$ cat src/rtl/sdram_ctrl_pkg.sv
package sdram_ctrl_pkg;

  // {cs_n, ras_n, cas_n, we_n}
  typedef enum logic [3:0] {
    CMD_MRS   = 4'b0000,
    CMD_REF   = 4'b0001,
    CMD_PRE   = 4'b0010,
    CMD_ACT   = 4'b0011,
    CMD_WR    = 4'b0100,
    CMD_RD    = 4'b0101,
    CMD_NOP   = 4'b0111,
    CMD_DESEL = 4'b1111
  } sd_cmd_e;

  typedef enum logic [2:0] {
    ST_PWR,
    ST_REF1,
    ST_REF2,
    ST_MRS,
    ST_IDLE,
    ST_RW
  } ctrl_st_e;

  function automatic int imax(int a, int b);
    return (a > b) ? a : b;
  endfunction

endpackage

$ cat src/rtl/sdram_refresh_timer.sv
module sdram_refresh_timer #(
  parameter int INTERVAL = 1562
) (
  input  logic clk_i,
  input  logic rst_ni,
  input  logic en_i,
  input  logic ack_i,
  output logic pend_o
);
  localparam int W = $clog2(INTERVAL + 1);

  logic [W-1:0] cnt_q;
  logic         tick;

  assign tick = en_i && (cnt_q == W'(INTERVAL - 1));

  always_ff @(posedge clk_i or negedge rst_ni) begin
    if (!rst_ni) begin
      cnt_q  <= '0;
      pend_o <= 1'b0;
    end else begin
      if (!en_i || tick) cnt_q <= '0;
      else               cnt_q <= cnt_q + 1'b1;
      if (tick)       pend_o <= 1'b1;
      else if (ack_i) pend_o <= 1'b0;
    end
  end

  AST_ACK_PENDING: assert property (@(posedge clk_i) disable iff (!rst_ni)
    ack_i |-> pend_o);
  AST_NO_LOST_REFRESH: assert property (@(posedge clk_i) disable iff (!rst_ni)
    tick |-> (!pend_o || ack_i));

endmodule

$ cat src/rtl/sdram_rd_pipe.sv
module sdram_rd_pipe #(
  parameter int CAS_LAT = 2,
  parameter int DW      = 16
) (
  input  logic          clk_i,
  input  logic          rst_ni,
  input  logic          issue_i,
  input  logic [DW-1:0] dq_i,
  output logic          valid_o,
  output logic [DW-1:0] data_o
);
  // bit k set k+1 edges after the read left the controller
  logic [CAS_LAT:0] sh_q;

  always_ff @(posedge clk_i or negedge rst_ni) begin
    if (!rst_ni) begin
      sh_q    <= '0;
      valid_o <= 1'b0;
      data_o  <= '0;
    end else begin
      sh_q    <= {sh_q[CAS_LAT-1:0], issue_i};
      valid_o <= sh_q[CAS_LAT];
      if (sh_q[CAS_LAT]) data_o <= dq_i;
    end
  end

  AST_RSP_PULSE: assert property (@(posedge clk_i) disable iff (!rst_ni)
    valid_o |=> !valid_o);

endmodule

$ cat src/rtl/sdram_ctrl.sv
module sdram_ctrl
  import sdram_ctrl_pkg::*;
#(
  parameter int DW               = 16,
  parameter int BANK_W           = 2,
  parameter int ROW_W            = 12,
  parameter int COL_W            = 10,
  parameter int CAS_LAT          = 2,
  parameter int INIT_WAIT        = 20000,
  parameter int REFRESH_INTERVAL = 1562,
  parameter int T_RCD            = 2,
  parameter int T_RP             = 2,
  parameter int T_RC             = 7,
  parameter int T_RDL            = 2,
  parameter int T_MRD            = 2
) (
  input  logic              clk_i,
  input  logic              rst_ni,
  input  logic              req_valid_i,
  output logic              req_ready_o,
  input  logic              req_write_i,
  input  logic [BANK_W-1:0] req_bank_i,
  input  logic [ROW_W-1:0]  req_row_i,
  input  logic [COL_W-1:0]  req_col_i,
  input  logic [DW-1:0]     req_wdata_i,
  input  logic [DW/8-1:0]   req_be_i,
  output logic              rsp_valid_o,
  output logic [DW-1:0]     rsp_rdata_o,
  output logic              sd_cke_o,
  output logic              sd_cs_no,
  output logic              sd_ras_no,
  output logic              sd_cas_no,
  output logic              sd_we_no,
  output logic [BANK_W-1:0] sd_ba_o,
  output logic [ROW_W-1:0]  sd_addr_o,
  output logic [DW/8-1:0]   sd_dqm_o,
  output logic [DW-1:0]     sd_dq_o,
  output logic              sd_dq_oe_o,
  input  logic [DW-1:0]     sd_dq_i
);
  localparam int BE_W    = DW / 8;
  localparam int AP_BIT  = 10;
  localparam int POST_RW = imax(imax(T_RC - T_RCD, T_RDL + T_RP), CAS_LAT + 2);
  localparam int CNT_W   = $clog2(INIT_WAIT + T_RC + POST_RW + 2);
  localparam int GAP_W   = $clog2(T_RC + T_RP + T_MRD + 1) + 1;
  localparam logic [2:0] CL_CODE = (CAS_LAT == 3) ? 3'b011 : 3'b010;
  localparam logic [ROW_W-1:0] MODE_WORD =
    ROW_W'({2'b00, 1'b0, 2'b00, CL_CODE, 1'b0, 3'b000});
  localparam logic [ROW_W-1:0] AP_MASK = ROW_W'(1) << AP_BIT;

  ctrl_st_e          st_q;
  sd_cmd_e           cmd_q;
  logic [CNT_W-1:0]  cnt_q;
  logic              cke_q, oe_q, init_done_q;
  logic [BANK_W-1:0] ba_q;
  logic [ROW_W-1:0]  addr_q;
  logic [BE_W-1:0]   dqm_q;
  logic [DW-1:0]     dq_q;
  logic              wr_q;
  logic [COL_W-1:0]  col_q;
  logic [DW-1:0]     wd_q;
  logic [BE_W-1:0]   be_q;
  logic              ref_pend, ref_ack, rd_issue, slot_free;
  logic [ROW_W-1:0]  rw_addr;

  assign slot_free   = (st_q == ST_IDLE) && (cnt_q == '0);
  assign ref_ack     = slot_free && ref_pend;
  assign req_ready_o = slot_free && !ref_pend;
  assign rd_issue    = (st_q == ST_RW) && (cnt_q == '0) && !wr_q;

  always_comb begin
    rw_addr = AP_MASK;
    rw_addr[COL_W-1:0] = col_q;
  end

  always_ff @(posedge clk_i or negedge rst_ni) begin
    if (!rst_ni) begin
      st_q        <= ST_PWR;
      cnt_q       <= CNT_W'(INIT_WAIT);
      cmd_q       <= CMD_DESEL;
      cke_q       <= 1'b0;
      oe_q        <= 1'b0;
      init_done_q <= 1'b0;
      ba_q        <= '0;
      addr_q      <= '0;
      dqm_q       <= '0;
      dq_q        <= '0;
      wr_q        <= 1'b0;
      col_q       <= '0;
      wd_q        <= '0;
      be_q        <= '0;
    end else begin
      cke_q <= 1'b1;
      cmd_q <= CMD_NOP;
      oe_q  <= 1'b0;
      dqm_q <= '0;
      if (cnt_q != '0) begin
        cnt_q <= cnt_q - 1'b1;
      end else begin
        unique case (st_q)
          ST_PWR: begin
            cmd_q  <= CMD_PRE;
            addr_q <= AP_MASK;
            cnt_q  <= CNT_W'(T_RP - 1);
            st_q   <= ST_REF1;
          end
          ST_REF1: begin
            cmd_q <= CMD_REF;
            cnt_q <= CNT_W'(T_RC - 1);
            st_q  <= ST_REF2;
          end
          ST_REF2: begin
            cmd_q <= CMD_REF;
            cnt_q <= CNT_W'(T_RC - 1);
            st_q  <= ST_MRS;
          end
          ST_MRS: begin
            cmd_q       <= CMD_MRS;
            ba_q        <= '0;
            addr_q      <= MODE_WORD;
            cnt_q       <= CNT_W'(T_MRD - 1);
            st_q        <= ST_IDLE;
            init_done_q <= 1'b1;
          end
          ST_IDLE: begin
            if (ref_pend) begin
              cmd_q <= CMD_REF;
              cnt_q <= CNT_W'(T_RC - 1);
            end else if (req_valid_i) begin
              cmd_q  <= CMD_ACT;
              ba_q   <= req_bank_i;
              addr_q <= req_row_i;
              wr_q   <= req_write_i;
              col_q  <= req_col_i;
              wd_q   <= req_wdata_i;
              be_q   <= req_be_i;
              cnt_q  <= CNT_W'(T_RCD - 1);
              st_q   <= ST_RW;
            end
          end
          ST_RW: begin
            cmd_q  <= wr_q ? CMD_WR : CMD_RD;
            addr_q <= rw_addr;
            dqm_q  <= wr_q ? ~be_q : '0;
            dq_q   <= wd_q;
            oe_q   <= wr_q;
            cnt_q  <= CNT_W'(POST_RW - 1);
            st_q   <= ST_IDLE;
          end
          default: st_q <= ST_IDLE;
        endcase
      end
    end
  end

  sdram_refresh_timer #(.INTERVAL(REFRESH_INTERVAL)) u_refresh (
    .clk_i  (clk_i),
    .rst_ni (rst_ni),
    .en_i   (init_done_q),
    .ack_i  (ref_ack),
    .pend_o (ref_pend)
  );

  sdram_rd_pipe #(.CAS_LAT(CAS_LAT), .DW(DW)) u_rd_pipe (
    .clk_i   (clk_i),
    .rst_ni  (rst_ni),
    .issue_i (rd_issue),
    .dq_i    (sd_dq_i),
    .valid_o (rsp_valid_o),
    .data_o  (rsp_rdata_o)
  );

  assign {sd_cs_no, sd_ras_no, sd_cas_no, sd_we_no} = cmd_q;
  assign sd_cke_o   = cke_q;
  assign sd_ba_o    = ba_q;
  assign sd_addr_o  = addr_q;
  assign sd_dqm_o   = dqm_q;
  assign sd_dq_o    = dq_q;
  assign sd_dq_oe_o = oe_q;

  // spacing monitors for the timing assertions
  logic [GAP_W-1:0] gap_act_q, gap_cmd_q;
  sd_cmd_e          last_q;
  logic             is_cmd;

  assign is_cmd = (cmd_q != CMD_NOP) && (cmd_q != CMD_DESEL);

  always_ff @(posedge clk_i or negedge rst_ni) begin
    if (!rst_ni) begin
      gap_act_q <= '1;
      gap_cmd_q <= '1;
      last_q    <= CMD_NOP;
    end else begin
      if (cmd_q == CMD_ACT)   gap_act_q <= GAP_W'(1);
      else if (gap_act_q != '1) gap_act_q <= gap_act_q + 1'b1;
      if (is_cmd) begin
        gap_cmd_q <= GAP_W'(1);
        last_q    <= cmd_q;
      end else if (gap_cmd_q != '1) begin
        gap_cmd_q <= gap_cmd_q + 1'b1;
      end
    end
  end

  AST_RCD_GAP: assert property (@(posedge clk_i) disable iff (!rst_ni)
    (cmd_q == CMD_RD || cmd_q == CMD_WR) |-> gap_act_q >= GAP_W'(T_RCD));
  AST_RC_GAP: assert property (@(posedge clk_i) disable iff (!rst_ni)
    (cmd_q == CMD_ACT) |-> gap_act_q >= GAP_W'(T_RC));
  AST_MRD_GAP: assert property (@(posedge clk_i) disable iff (!rst_ni)
    (is_cmd && last_q == CMD_MRS) |-> gap_cmd_q >= GAP_W'(T_MRD));
  AST_REF_GAP: assert property (@(posedge clk_i) disable iff (!rst_ni)
    (is_cmd && last_q == CMD_REF) |-> gap_cmd_q >= GAP_W'(T_RC));
  AST_ACCEPT_DROP: assert property (@(posedge clk_i) disable iff (!rst_ni)
    (req_valid_i && req_ready_o) |=> !req_ready_o);
  AST_READY_AFTER_INIT: assert property (@(posedge clk_i) disable iff (!rst_ni)
    req_ready_o |-> init_done_q);

endmodule

$ cat config.mk
export PLATFORM = sky130hd
export DESIGN_NAME = sdram_ctrl
export DESIGN_NICKNAME = d
export VERILOG_FILES = /design/src/rtl/sdram_ctrl_pkg.sv /design/src/rtl/sdram_refresh_timer.sv /design/src/rtl/sdram_rd_pipe.sv /design/src/rtl/sdram_ctrl.sv
export SDC_FILE = /design/constraint.sdc
export NUM_CORES = 1
export LEC_CHECK = 0
export BUFFER_PORTS_ARGS = -buffer_cell sky130_fd_sc_hd__buf_2
export CAP_MARGIN = 40
export CORE_UTILIZATION = 50
export CTS_CLUSTER_DIAMETER = 80
export DETAILED_ROUTE_END_ITERATION = 8
export PLACE_DENSITY = 0.75
export SYNTH_ARGS = -nofsm -noshare
export SYNTH_HDL_FRONTEND = slang
export SYNTH_HIERARCHICAL = 1
export SYNTH_SLANG_ARGS = --single-unit
$ cat constraint.sdc
create_clock -name clk_i -period 2.8 [get_ports clk_i]
set_input_delay 0.84 -clock clk_i [delete_from_list [all_inputs] [get_ports clk_i]]
set_output_delay 0.84 -clock clk_i [all_outputs]
set_load 0.005 [all_outputs]
==> metrics.sh <==
STATUS='finished, final reports clean'
ROUTE.DETAILED.DRC=0
PORTBUFFERS=117
SLEW_VIOLATIONS=0
SYNTH-ASYNC-RESET-RATIO_PCT=100.0
POWER_SWITCHING_uW=867.6
TOTAL_POWER_mW=3.829
PLACE_CONGESTION=0.7898
WORSTSKEWPAIRLATENCY_NS=0.50
VIA_TOTAL_AFTER_DETAILED_ROUTING=3627
GRT_MAX_DEGREE=53
ROUTED_VIA_DENSITY=5.430
SYNTH_LARGEST_TYPE_AREA_FRACTION_PCT=53.46
REG2REG_SETUP_SLACK_NS=0.46
CLK_ROOT_BUFFER_CELL='sky130_fd_sc_hd__clkbuf_8'
SYNTHDOMINANTAREACELLTYPE='sky130_fd_sc_hd__dfrtp_1'
R2R-END='cnt_q[13]$_DFFE_PN0P_'
NUMCTSBUFFERS=17
GLOBALROUTEOVERFLOWTOTAL=0
DRIVE_ABOVE_1_SHARE_PCT=48.22
START_KIND='register'
TOTAL_BUFFERS_AND_INVERTERS_TRAVERSED_BY_THE_CRITICAL_PATH=2
MAX-VDD-IR-DROP_V=0.0003979
CLOCK_POWER_SHARE_PCT=51.7
CTS_MAX_LEVEL=4
FINAL_CELL_AREA_MM2=0.006487
TIMING.MAX_CAP.VIOLATIONS=0
DIE_H_UM=103.0
DRT_FIRST_PASS_ITERS=5
R2R-START='cnt_q[3]$_DFFE_PN0P_'
TOP_FANOUT_VALUE_ON_THE_CRITICAL_PATH=4
POSTCTSHOLDBUFS=0
GRT_PASS1_WL_MM=17.46
CRITPATHTOPFAMILY='simple AND/OR/NAND/NOR gates'
SYNTHTOPCELLSBYAREA='sky130_fd_sc_hd__dfrtp_1 (53%), sky130_fd_sc_hd__mux2_2 (13%), sky130_fd_sc_hd__dfstp_2 (4.6%)'
SWITCHING_SHARE_PCT=22.66
MIN_PERIOD_NS=2.654
FINAL_NETS=589
ROUTED_WIRE_LENGTH_PER_INSTANCE_UM=16.19
TIMING_WORST_SLEW_PIN_VALUE_NS=0.8129
POSTSYNTHAREAPERCELL_UM2=13.15
TNS_NS=0
POSTPLACECELLAREA_MM2=0.005906
DIODES=0
FILLER_CELL_COUNT=783
YOSYS_REGISTER_BITS=118
WORST_PATH_REQUIRED_NS=1.96
FINAL_ROUTED_WIRELENGTH_MM=10.82
GLOBAL_ROUTE_TOTAL_USAGE_ACROSS_EVERY_LAYER_PCT=21.92
DP_HPWL_MM=7.446
WORST_RELATIVE_SLEW_SLACK_PCT=45.80
YOSYS.CELL_COUNT.TOP_TYPE='sky130_fd_sc_hd__dfrtp_1'
WORST_SETUP_END_KIND='output port'
MOST_INSTANTIATED_CELLS_AFTER_SYNTHESIS='sky130_fd_sc_hd__dfrtp_1 (109), sky130_fd_sc_hd__mux2_2 (59), sky130_fd_sc_hd__o21ai_0 (17), sky130_fd_sc_hd__nand2_1 (15)'
DETAILEDROUTE.FIRSTITERATIONVIOLATIONS=95
CLOCK.FMAX_MHz=376.9
CELLLEAKAGEPOWER_nW=3.181
DIE_WIDTH_UM=103.0
DESIGN.CORE.AREA_MM2=0.009819
PATH_CLK_SLEW_NS=0.06
SYNTH_SEQ_AREA_SHARE_PCT=58.09
YS.WARNINGS.COUNT=6
CRIT_CHAIN='inv_2 -> ha_4 -> nor4b_4 -> nand4_1 -> nor3_1 -> buf_2'
CLOCK_SINKS=118
DIEAREA_MM2=0.01061
SYNTH.NET_COUNT=454
FINAL.SETUP_SKEW_NS=0.009107
BOUNDARYPINS=118
FIRST_GLOBAL_VIAS=3660
HOLD-WORST-SLACK_NS=0.2234
POST_SYNTH_INSTANCE_AREA_MM2=0.005102
DELAY_OF_THE_SLOWEST_CELL_ON_THE_WORST_PATH_NS=0.40
MAX-CLOCK-PATH-BUFFERS=2
FLOORPLAN.ROWS=36
AREAGROWTHSYNTHTOFINISH_PCT=27.15
SYNTH_TOP_FLOP_CELL='sky130_fd_sc_hd__dfrtp_1'
CELLPOWERDENSITY_mW_PER_MM2=590.2
SEQUENTIALPOWERSHARE_PCT=45.5
POST_SYNTH_NUM_CELL_TYPES=57
CLOCK_TREE_FROM_TRITONCTS='done'
INITIAL_CORE_UTIL_PCT=51.96
GRT_ANTENNA_BEFORE_REPAIR=0
FINALSETUPVIOLCOUNT=0
COUNT_OF_FINAL_HOLD_CHECK_VIOLATIONS=0
COMBINATIONALPOWERSHARE_PCT=2.8
FINAL_ANTENNA_NET_COUNT=0
INTERNAL_POWER_mW=2.962
CRITICAL_PATH_ARRIVAL_NS=1.81
NETLIST_INSTANCES=388
CRITPATHKIND='reg -> out'
SYNTH_ENABLE_FLOP_CELLS=0
POST_CTS_BUFFERS=0
POST-ROUTE-PERIOD-UTIL_PCT=94.77
TIMING.CRITICAL_PATH.SLOWEST_STAGE_CELL='sky130_fd_sc_hd__dfrtp_1'
R2R_CELLS=4
HOLDCRITPATHCLASS='in -> async'
## state kept, by name, summed over array words and instances (netlist names)
register           count
sd_dq_o               16
u_rd_pipe/data_o      16
wd_q                  16
cnt_q                 15
sd_addr_o             12
u_refresh/cnt_q       11
col_q                 10
cmd_q                  4
st_q                   3
u_rd_pipe/sh_q         3
be_q                   2
sd_ba_o                2
sd_dqm_o               2
init_done_q            1
sd_cke_o               1
sd_dq_oe_o             1
u_rd_pipe/valid_o      1
u_refresh/pend_o       1
wr_q                   1
## per-layer routing
| layer | share of wire, % | global-route usage [%] |
|---|---|---|
| met5 | 0 | 0 |
| met4 | 0.88 | 8.451 |
| met3 | 7.3 | 7.661 |
| met2 | 50 | 35.33 |
| met1 | 42 | 27.26 |
## per-stage QoR
| step | setup WS [ns] | utilization [%] | cells |
|---|---|---|---|
| floorplan | 0.1936 | - | 388 |
| global placement | 0.3761 | 60.14 | 637 |
| detailed placement | 0.2761 | 60.14 | 637 |
| CTS | 0.01903 | 65.83 | 668 |
| global route | -0.005820 | 66.07 | 668 |
| finish | 0.1464 | 66.07 | 668 |
## worst max-delay path by stage
stage / startpoint / endpoint / cells after the start
floorplan: cnt_q[0]$_DFFE_PN0P_ / req_ready_o / 6
global placement: cnt_q[0]$_DFFE_PN0P_ / req_ready_o / 6
detailed placement: cnt_q[0]$_DFFE_PN0P_ / wd_q[6]$_DFFE_PN0P_ / 8
CTS: cnt_q[0]$_DFFE_PN0P_ / req_ready_o / 6
global route: cnt_q[1]$_DFFE_PN0P_ / req_ready_o / 6
finish: cnt_q[1]$_DFFE_PN0P_ / req_ready_o / 6
## power groups by stage
stage,sequential [mW],clock (mW),combinational [mW]
after CTS,1.74,2.02,0.110
final,1.74,1.98,0.106
after detailed placement,1.77,0,0.109
after global placement,1.77,0,0.105
after floorplan,1.77,0,0.0221
after global routing,1.74,2.10,0.122
## cells in the final DEF (no fill, tap or decap), types with 5 or more instances in the layout
master                      netlist  layout
sky130_fd_sc_hd__mux2_4          10      10
sky130_fd_sc_hd__nor3_1           9       8
sky130_fd_sc_hd__a22o_1          14      14
sky130_fd_sc_hd__dfrtp_1        109     109
sky130_fd_sc_hd__a21oi_1         14      14
sky130_fd_sc_hd__nor2_1          12      12
sky130_fd_sc_hd__buf_2            3     116
sky130_fd_sc_hd__nand4_1          5       5
sky130_fd_sc_hd__mux2_2          59      59
sky130_fd_sc_hd__nand3_1          7       7
sky130_fd_sc_hd__o31ai_1          5       5
sky130_fd_sc_hd__or3_1            5       5
sky130_fd_sc_hd__mux2i_1          5       5
sky130_fd_sc_hd__buf_4            5      17
sky130_fd_sc_hd__nand2_1         15      15
sky130_fd_sc_hd__and2_1           5       5
sky130_fd_sc_hd__o21ai_0         17      17
sky130_fd_sc_hd__clkbuf_16        0      16
sky130_fd_sc_hd__dfstp_2          9       9
## kinds of logic (layout without fill, tap and decap cells)
group	Yosys count	in the layout	synth area share, %
DFF	118	118	58.09
and+or+nand+nor	92	92	10.79
muxes	77	77	17.61
AOI/OAI and AO/OA	63	63	8.436
buffers and inverters	25	172	2.746
xor gates and xnor gates	7	7	1.202
adders and majority gates	4	4	0.9809
other	2	2	0.1472
## what timing repair did
action                                  in CTS  in global routing
pin swaps                                    0                  3
gates resized for setup                      2                  6
endpoints found under the setup margin       1                  1
## final cells by class
class                      instances  area [um2]  area share [%]
inverter                           6       22.52          0.3472
sequential                       118        2964           45.69
timing repair buffer             135       748.2           11.53
clock inverter                    14       128.9           1.987
multi-input combinational        245        2043           31.49
tap                              133       166.4           2.565
clock buffer                      17       414.1           6.384
Power figures use the tool's default switching activity.
